--- src/rtl/adc_cal_pkg.sv ---
package adc_cal_pkg;
  typedef enum logic [1:0] {
    CAL_IDLE   = 2'd0,
    CAL_SETTLE = 2'd1,
    CAL_ACQ    = 2'd2,
    CAL_FINISH = 2'd3
  } cal_state_t;
endpackage

--- src/rtl/adc_cal_ctrl.sv ---
module adc_cal_ctrl #(
  parameter int SETTLE_W   = 16,
  parameter int NSAMP_LOG2 = 4
) (
  input  logic                clk,
  input  logic                rst,
  input  logic                start,
  input  logic [SETTLE_W-1:0] settle_cycles,
  input  logic                strobe,
  output logic                force_mid,
  output logic                busy,
  output logic                done,
  output logic                acc_clear,
  output logic                acc_en,
  output logic                finish
);
  import adc_cal_pkg::*;

  localparam logic [NSAMP_LOG2-1:0] LAST_SMP = {NSAMP_LOG2{1'b1}};

  cal_state_t            state;
  logic [SETTLE_W-1:0]   settle_cnt;
  logic [NSAMP_LOG2-1:0] smp_cnt;

  always_ff @(posedge clk) begin
    if (rst) begin
      state      <= CAL_IDLE;
      settle_cnt <= '0;
      smp_cnt    <= '0;
      force_mid  <= 1'b0;
      done       <= 1'b0;
    end else begin
      case (state)
        CAL_IDLE: begin
          if (start) begin
            state      <= CAL_SETTLE;
            settle_cnt <= settle_cycles;
            smp_cnt    <= '0;
            force_mid  <= 1'b1;
            done       <= 1'b0;
          end
        end
        CAL_SETTLE: begin
          if (settle_cnt == '0) state <= CAL_ACQ;
          else                  settle_cnt <= settle_cnt - 1'b1;
        end
        CAL_ACQ: begin
          if (strobe) begin
            smp_cnt <= smp_cnt + 1'b1;
            if (smp_cnt == LAST_SMP) state <= CAL_FINISH;
          end
        end
        CAL_FINISH: begin
          state     <= CAL_IDLE;
          force_mid <= 1'b0;
          done      <= 1'b1;
        end
        default: state <= CAL_IDLE;
      endcase
    end
  end

  assign busy      = (state != CAL_IDLE);
  assign acc_clear = (state == CAL_IDLE) && start;
  assign acc_en    = (state == CAL_ACQ) && strobe;
  assign finish    = (state == CAL_FINISH);
endmodule

--- src/rtl/adc_cal_accum.sv ---
module adc_cal_accum #(
  parameter int DATA_W     = 10,
  parameter int NSAMP_LOG2 = 4
) (
  input  logic                     clk,
  input  logic                     rst,
  input  logic                     clear,
  input  logic                     en,
  input  logic [DATA_W-1:0]        data,
  input  logic                     finish,
  output logic signed [DATA_W:0]   comp
);
  localparam int ACC_W = DATA_W + NSAMP_LOG2;
  localparam int OFF_W = DATA_W + 1;
  localparam logic [OFF_W-1:0] MID_CODE = OFF_W'(1) << (DATA_W - 1);

  logic [ACC_W-1:0]  acc;
  logic [DATA_W-1:0] avg;
  logic [OFF_W-1:0]  diff;

  always_ff @(posedge clk) begin
    if (rst || clear) acc <= '0;
    else if (en)      acc <= acc + {{NSAMP_LOG2{1'b0}}, data};
  end

  assign avg  = acc[ACC_W-1:NSAMP_LOG2];
  assign diff = MID_CODE - {1'b0, avg};

  always_ff @(posedge clk) begin
    if (rst)         comp <= '0;
    else if (finish) comp <= $signed(diff);
  end
endmodule

--- src/rtl/adc_gain_scaler.sv ---
module adc_gain_scaler #(
  parameter int DATA_W      = 10,
  parameter int CH_W        = 3,
  parameter int BAT_CHAN    = 7,
  parameter bit BAT_SUPPORT = 1'b1
) (
  input  logic                      clk,
  input  logic                      rst,
  input  logic                      bat_en,
  input  logic                      div_sel,
  input  logic signed [DATA_W:0]    comp,
  input  logic                      rd_valid,
  input  logic [CH_W-1:0]           rd_chan,
  input  logic [DATA_W-1:0]         rd_data,
  output logic                      out_valid,
  output logic [DATA_W+1:0]         out_data,
  output logic signed [DATA_W+1:0]  out_offset
);
  localparam int OUT_W  = DATA_W + 2;
  localparam int SOFF_W = DATA_W + 2;
  localparam logic signed [SOFF_W-1:0] ONE_S = 1;

  logic [OUT_W-1:0]         nxt_data;
  logic signed [SOFF_W-1:0] nxt_off;
  logic signed [SOFF_W-1:0] off_ext;
  logic [OUT_W-1:0]         raw_ext;

  assign off_ext = {comp[DATA_W], comp};
  assign raw_ext = {2'b00, rd_data};

  generate
    if (BAT_SUPPORT) begin : g_bat
      logic                     apply;
      logic [OUT_W-1:0]         raw3;
      logic signed [SOFF_W-1:0] off3;
      logic signed [SOFF_W-1:0] off3_half;

      assign apply     = bat_en && (rd_chan == CH_W'(BAT_CHAN));
      assign raw3      = raw_ext + (raw_ext << 1);
      assign off3      = off_ext + (off_ext <<< 1);
      assign off3_half = off3[SOFF_W-1] ? ((off3 + ONE_S) >>> 1) : (off3 >>> 1);

      always_comb begin
        if (!apply) begin
          nxt_data = raw_ext;
          nxt_off  = off_ext;
        end else if (div_sel) begin
          nxt_data = raw3;
          nxt_off  = off3;
        end else begin
          nxt_data = raw3 >> 1;
          nxt_off  = off3_half;
        end
      end
    end else begin : g_plain
      logic unused_sel;
      assign unused_sel = bat_en ^ div_sel ^ (^rd_chan);
      assign nxt_data   = raw_ext;
      assign nxt_off    = off_ext;
    end
  endgenerate

  always_ff @(posedge clk) begin
    if (rst) begin
      out_valid  <= 1'b0;
      out_data   <= '0;
      out_offset <= '0;
    end else begin
      out_valid <= rd_valid;
      if (rd_valid) begin
        out_data   <= nxt_data;
        out_offset <= nxt_off;
      end
    end
  end
endmodule

--- src/rtl/adc_offset_cal.sv ---
module adc_offset_cal #(
  parameter int DATA_W      = 10,
  parameter int NSAMP_LOG2  = 4,
  parameter int SETTLE_W    = 16,
  parameter int CH_W        = 3,
  parameter int BAT_CHAN    = 7,
  parameter bit BAT_SUPPORT = 1'b1
) (
  input  logic                      clk,
  input  logic                      rst,
  input  logic                      cal_start,
  input  logic [SETTLE_W-1:0]       settle_cycles,
  input  logic                      smp_strobe,
  input  logic [DATA_W-1:0]         smp_data,
  output logic                      force_mid,
  output logic                      cal_busy,
  output logic                      cal_done,
  output logic signed [DATA_W:0]    comp_value,
  input  logic                      bat_en,
  input  logic                      div_sel,
  input  logic                      rd_valid,
  input  logic [CH_W-1:0]           rd_chan,
  input  logic [DATA_W-1:0]         rd_data,
  output logic                      out_valid,
  output logic [DATA_W+1:0]         out_data,
  output logic signed [DATA_W+1:0]  out_offset
);
  logic acc_clear, acc_en, finish;

  adc_cal_ctrl #(.SETTLE_W(SETTLE_W), .NSAMP_LOG2(NSAMP_LOG2)) u_ctrl (
    .clk(clk), .rst(rst), .start(cal_start), .settle_cycles(settle_cycles),
    .strobe(smp_strobe), .force_mid(force_mid), .busy(cal_busy),
    .done(cal_done), .acc_clear(acc_clear), .acc_en(acc_en), .finish(finish)
  );

  adc_cal_accum #(.DATA_W(DATA_W), .NSAMP_LOG2(NSAMP_LOG2)) u_accum (
    .clk(clk), .rst(rst), .clear(acc_clear), .en(acc_en), .data(smp_data),
    .finish(finish), .comp(comp_value)
  );

  adc_gain_scaler #(.DATA_W(DATA_W), .CH_W(CH_W), .BAT_CHAN(BAT_CHAN),
                    .BAT_SUPPORT(BAT_SUPPORT)) u_scale (
    .clk(clk), .rst(rst), .bat_en(bat_en), .div_sel(div_sel),
    .comp(comp_value), .rd_valid(rd_valid), .rd_chan(rd_chan),
    .rd_data(rd_data), .out_valid(out_valid), .out_data(out_data),
    .out_offset(out_offset)
  );
endmodule

--- config.mk ---
export PLATFORM = sky130hd
export DESIGN_NAME = adc_offset_cal
export DESIGN_NICKNAME = d
export VERILOG_FILES = /design/src/rtl/adc_cal_pkg.sv /design/src/rtl/adc_cal_ctrl.sv /design/src/rtl/adc_cal_accum.sv /design/src/rtl/adc_gain_scaler.sv /design/src/rtl/adc_offset_cal.sv
export SDC_FILE = /design/constraint.sdc
export NUM_CORES = 1
export LEC_CHECK = 0
export ABC_AREA = 1
export BUFFER_PORTS_ARGS = -buffer_cell sky130_fd_sc_hd__buf_2
export CORE_ASPECT_RATIO = 1.25
export CORE_MARGIN = 2
export CORE_UTILIZATION = 29
export CTS_BUF_LIST = sky130_fd_sc_hd__clkbuf_16
export CTS_CLUSTER_DIAMETER = 30
export DETAILED_ROUTE_END_ITERATION = 7
export SYNTH_ARGS = -nofsm -noshare
export SYNTH_HDL_FRONTEND = slang
export SYNTH_HIERARCHICAL = 1
export SYNTH_SLANG_ARGS = --single-unit
--- constraint.sdc ---
create_clock -name clk -period 5.2 [get_ports clk]
set_input_delay 1.04 -clock clk [delete_from_list [all_inputs] [get_ports clk]]
set_output_delay 1.04 -clock clk [all_outputs]
set_load 0.1 [all_outputs]
* Word-level counts from Yosys, hierarchy flattened
Cells that the tools add are included.
** Storage, ports and cells
- Register bits after elaboration :: 74
- Output and inout bits :: 39
- Word-level logic and storage cells :: 61
** Cells by class
- Add/sub/neg operators :: 7
- Equal/unequal tests :: 10
- Muxes and demuxes :: 20
- Reductions and logical operators :: 14
** Operator list (count)
- 12-bit two-way mux :: 5
- 16-bit two-way mux :: 2
- 16-bit one-hot mux with 2 select lines :: 1
- 16-bit logical NOT :: 1
- 16-bit by 1-bit subtractor with 16-bit output (second input constant) :: 1
- 14-bit by 10-bit adder with 14-bit output :: 1
- 10-bit by 11-bit adder with 12-bit output :: 1
- 11-bit by 12-bit adder with 12-bit output :: 1
- 12-bit by 2-bit adder with 12-bit output (second input constant) :: 1
- 10-bit by 10-bit subtractor with 11-bit output (first input constant) :: 1
- 2-bit two-way mux :: 4
- 4-bit two-way mux :: 2
- 2-bit one-hot mux with 4 select lines :: 1
- 4-bit one-hot mux with 2 select lines :: 1
- 2-bit nonzero test :: 4
- 2-bit inequality test (second input constant) :: 3
- 3-bit AND reduction :: 2
- 4-bit by 1-bit adder with 4-bit output (second input constant) :: 1
- 2-bit == test (second input constant) :: 2
- 4-bit == test (second input constant) :: 1
- 2-bit by 1-bit inequality test with 1-bit output (second input constant) :: 2
- 1-bit one-hot mux with 2 select lines :: 2
- 4-bit AND reduction :: 1
- 3-bit == test (second input constant) :: 1
- other kinds (6) :: 9

* Logic depth before layout (Yosys ltp)
- Depth in word-level cells :: 5
- Depth in mapped cells :: 14
- Gate-level depth less buffers :: 14

* Modules after synthesis
The synthesis kept the hierarchy.
** Modules (own cells, without submodules)
- adc_gain_scaler :: instances 1, cells each 409, area an instance 2534.9 um^2
- adc_cal_accum :: instances 1, cells each 277, area an instance 1775.5 um^2
- adc_cal_ctrl :: instances 1, cells each 286, area an instance 1680.4 um^2

* Least setup slack after synthesis
No wires, ideal clock.
- Path type :: reg-to-reg
- Start :: register u_accum.comp[1]
- End :: register u_scale.out_offset[10]
- Setup time :: 0.132 ns
- Data arrival time :: 2.504 ns
- Required time :: 5.068 ns
- Path slack :: 2.563 ns
- Cell stages (with the launch flop) :: 14
- Buffers on the path :: 0
- Clock period less this slack :: 2.637 ns
- Path through :: dfxtp_1 ha_1 fa_1 nand2_1 nand2_2 nand3_1 nand2_1 nand3_1 nor2_2 nand2_1 nor2_2 nand2_1 nand3_1 a21oi_1
** On the way
- Cells in the longest elaborated chain, start to end :: 5
** RTL lines
- from (decl) :: RTL line adc_cal_accum.sv:11 : output logic signed [DATA_W:0] comp
- from (signal assigned) :: RTL line adc_cal_accum.sv:31 : else if (finish) comp <= $signed(diff);
- 11-bit by 12-bit adder with 12-bit output * :: RTL line adc_gain_scaler.sv:40 : assign off3 = off_ext + (off_ext <<< 1);
- 12-bit by 2-bit adder with 12-bit output :: RTL line adc_gain_scaler.sv:41 : assign off3_half = off3[SOFF_W-1] ? ((off3 + ONE_S) >>> 1) : (off3 >>> 1);
- 12-bit two-way mux :: RTL line adc_gain_scaler.sv:41
- 12-bit two-way mux * :: RTL line adc_gain_scaler.sv:47 : end else if (div_sel) begin
- 12-bit two-way mux * :: RTL line adc_gain_scaler.sv:44 : if (!apply) begin
- to (signal assigned) :: RTL line adc_gain_scaler.sv:72 : out_offset <= nxt_off;
- to (decl) :: RTL line adc_gain_scaler.sv:17 : output logic signed [DATA_W+1:0] out_offset
Every way passes the cells marked *; elsewhere a longest branch is shown, timed or not.
A chain may end at the register's enable or synchronous reset.

* Worst setup path in the final report
- Start :: input bat_en
- End :: register u_scale.out_offset[0]
** On the way
- Cells in the longest elaborated chain, start to end :: 2
** RTL lines
- from (decl) :: RTL line adc_offset_cal.sv:19 : input logic bat_en,
- 1-bit logical AND :: RTL line adc_gain_scaler.sv:38 : assign apply = bat_en && (rd_chan == CH_W'(BAT_CHAN));
- 12-bit two-way mux :: RTL line adc_gain_scaler.sv:44
No other way between the ends.

==> metrics.md <==
| Metric | Value |
|---|---|
| CTS tree | `built` |
| Max Cap Violations | `0` |
| Core Footprint | `between 20000 and 25000 um2` |
| Hold Crit Class | `flop to flop` |
| Crit path arrival time | `3.12 ns` |
| Filler cells | `between 2000 and 2500` |
| Post-synth top area cell | `dfxtp_1` |
| Drt drc | `0` |
| Total clock sinks | `74` |
| # diodes | `0` |
| PostCTS Resize Cnt | `0` |
| Placed cell area | `6620 um2` |
| CTS max path bufs | `2` |
| Synth Area in Simple Gates | `between 30% and 40%` |
| TritonRoute pass-1 iters | `5` |
| CP cell instances | `buf_2 > nand4_2 > nor2_2 > inv_1 > o21ai_0 > xor2_1 > a21oi_1` |
| RD Place Congestion | `just over 0.8` |
| Pwr per Cell Area | `~400 nW/um2` |
| Largest net degree at the start of global routing | `32` |
| Mapped cell area | `between 5000 and 6000 um2` |
| Mapped Cells | `about 970` |
| Mux contribution to synthesized area | `less than 1%` |
| Adder-cell share of the synthesized area | `9.15%` |
| Root buffer cell | `clkbuf_16` |
| Global route total overflow | `0` |
| Largest family of logic cells by synthesized area | `simple AND/OR/NAND/NOR gates` |
| DR WL/cell | `between 10 and 15 um` |
| Peak fanout along the critical path | `18` |
| Top post-synthesis cells by area | `dfxtp_1 (25%), nand2_1 (17%), inv_1 (8.5%)` |
| Slew @ Worst Pin | `roughly 0.85 ns` |
| CP Class | `input pin to flop` |
| Die H | `roughly 160 um` |
| Synth top area share | `between 20% and 30%` |
| Avg Cell Area, Syn | `a little over 6 um2` |
| Num ports | `85` |
| Maximum clock rate | `approximately 340 MHz` |
| Final WS setup | `roughly 2.3 ns` |
| Die ar. | `between 20000 and 25000 um2` |
| Max VDD drop | `around 0.16 mV` |
| Syn_nets | `1060` |
| Cell leakage power | `roughly 0.0036 uW` |
| Max stage delay on crit path | `about 0.68 ns` |
| Synthesis-stage register bit count | `between 70 and 80` |
| Vias in the first global route | `roughly 5700` |
| First-pass GRT wire length | `about 27000 um` |
| Hold buffers post-CTS | `0` |
| Clock Skews | `0.00525 ns` |
| Commonest cells after routing, fill and taps aside | `nand2_1 (266), inv_1 (137), nor2_1 (122)` |
| PortBufs | `between 80 and 90` |
| Die Width | `approximately 130 um` |
| Utilization after layout | `between 30% and 40%` |
| Sequential area share after synthesis | `between 20% and 30%` |
| Clock latency on the worst-skew pair | `0.34 ns` |
| Routed vias/inst | `4.62` |
| Number of setup buffers added after CTS | `0` |
| Vias post-DR | `between 6000 and 7000` |
| Setup Viol. Count Final | `0` |
| Clock transition at the registers of the reported paths | `about 0.060 ns` |
| Post-Synth XOR/XNOR Area | `2.49%` |
| DRC marker count from the first detailed-route iteration | `372` |
| Antenna viol nets, final | `0` |
| Final Cycle Share | `a little under three fifths` |
| Worst setup SP type | `input pin` |
| Final HPWL DP | `12500 um` |
| CTS Buf Count | `9` |
| Syn-to-layout area delta | `15.4%` |
| Slew headroom | `43.0%` |
| YS warnings | `6` |
| CP required | `5.42 ns` |
| Initial antenna violation count | `0` |
| Htree depth | `3` |
| Status | `completed` |
| Slowest library cell on the worst path | `nor2_2` |
| Commonest non-fill, non-tap cell in the layout | `nand2_1` |
| Initial Util | `between 20 and 30%` |
| Final-stage net count | `roughly 1100` |
| Post-synthesis compound-gate area fraction | `approximately 13%` |
| RSZ-0062 raised after global routing | `false` |
| GRT Total Usage | `between 15 and 20%` |
| Setup TNS | `0 ns` |
| Std-Cell Rows | `58` |
| Fin area | `between 6000 and 7000 um2` |
| Final hold violation count | `0` |
| Layout cell share with drive strength beyond 1 | `15.6%` |
| Fin. max-slew vios | `0` |
| Placement Setup Slack | `between 1.5 and 2 ns` |
| Crit end category | `flop` |
| Post-Route WL | `about 16000 um` |
| Final worst path period need | `slightly below 3 ns` |
| Yosys cell types | `44` |
cell families (layout without fill, tap and decap cells):
| family | after synthesis | after routing |
|---|---|---|
| adder cells (fa/ha/maj) | 42 | 42 |
| multiplexers | 1 | 1 |
| buffers and inverters | 171 | 250 |
| flip-flops | 74 | 74 |
| AND/OR/NAND/NOR | 528 | 528 |
| AO/OA/AOI/OAI | 139 | 139 |
| XOR/XNOR | 17 | 17 |
final cells by class:
class                   instances  area [um2]  share of cell area [%]
multi-input cells             727        3820                    55.2
flip-flops and latches         74        1480                    21.4
inverters                     150         563                    8.14
repair buffers                 84         420                    6.08
well taps                     270         338                    4.89
clock buffers                   9         225                    3.26
clock inverters                 7        68.8                   0.995
flip-flops by register name, indices dropped and copies added (netlist names):
name	count
u_ctrl/done	1
u_ctrl/state	2
u_ctrl/smp_cnt	4
u_accum/acc	14
u_scale/out_offset	12
u_scale/out_data	12
u_scale/out_valid	1
u_ctrl/force_mid	1
u_accum/comp	11
u_ctrl/settle_cnt	16
routing by layer:
layer | part of all wire [%] | track usage [%] | vias to the layer above
met5 | 0 | 0 | -
met4 | 0.80 | 3.86 | 0
met3 | 4.0 | 2.73 | 10
met2 | 48 | 26.9 | 119
met1 | 47 | 19.5 | 2744
li1 | - | - | 3236
worst paths after layout:
check	cells past startpoint	slack, ns	start	to
min	2	0.47	u_scale/out_data[11]	u_scale/out_data[11]
max	7	2.30	bat_en	u_scale/out_offset[0]
max reg2reg	8	2.65	u_ctrl/state[1]	u_ctrl/settle_cnt[15]
min reg2reg	2	0.47	u_scale/out_data[11]	u_scale/out_data[11]
synth_stat cells (all sizes together):
cell and instances:
nand2 280, inv 147, nor2 141, nand3 76, dfxtp 74, a21oi 67
o21ai 50, ha 39, buf 13, xor2 13, nand4 10, clkbuf 8
nor3 7, nand3b 6, a31oi 5, o211ai 5, or2 5, o221ai 4
xnor2 4, clkinv 3, fa 3, o21bai 3, and2 2, a21boi 1
a21o 1, a221oi 1, and3 1, mux2i 1, o211a 1, o31ai 1
power breakdown:
| group | internal (uW) | switching (uW) | leakage [uW] |
|---|---|---|---|
| registers | 666 | 108 | 0.000607 |
| clock network | 371 | 260 | 0.000147 |
| logic | 404 | 1010 | 0.00284 |
| total | 1440 | 1380 | 0.00359 |
worst max-delay path: cells and delay by family:
family          cells  cell delay (ns)
simple gates        2             1.10
xor+xnor            1             0.17
buf+inv             2             0.42
compound gates      2             0.37
per-stage QoR:
stage | hold slack (ns) | std cells | total power [uW]
floorplan | 0.443 | 972 | 1940
global placement | 0.452 | 1305 | 2200
detailed placement | 0.453 | 1305 | 2210
CTS | 0.461 | 1321 | 2850
global route | 0.499 | 1321 | 3060
finish | 0.465 | 1321 | 2820
Note: power is estimated with default switching activity, not from simulation.
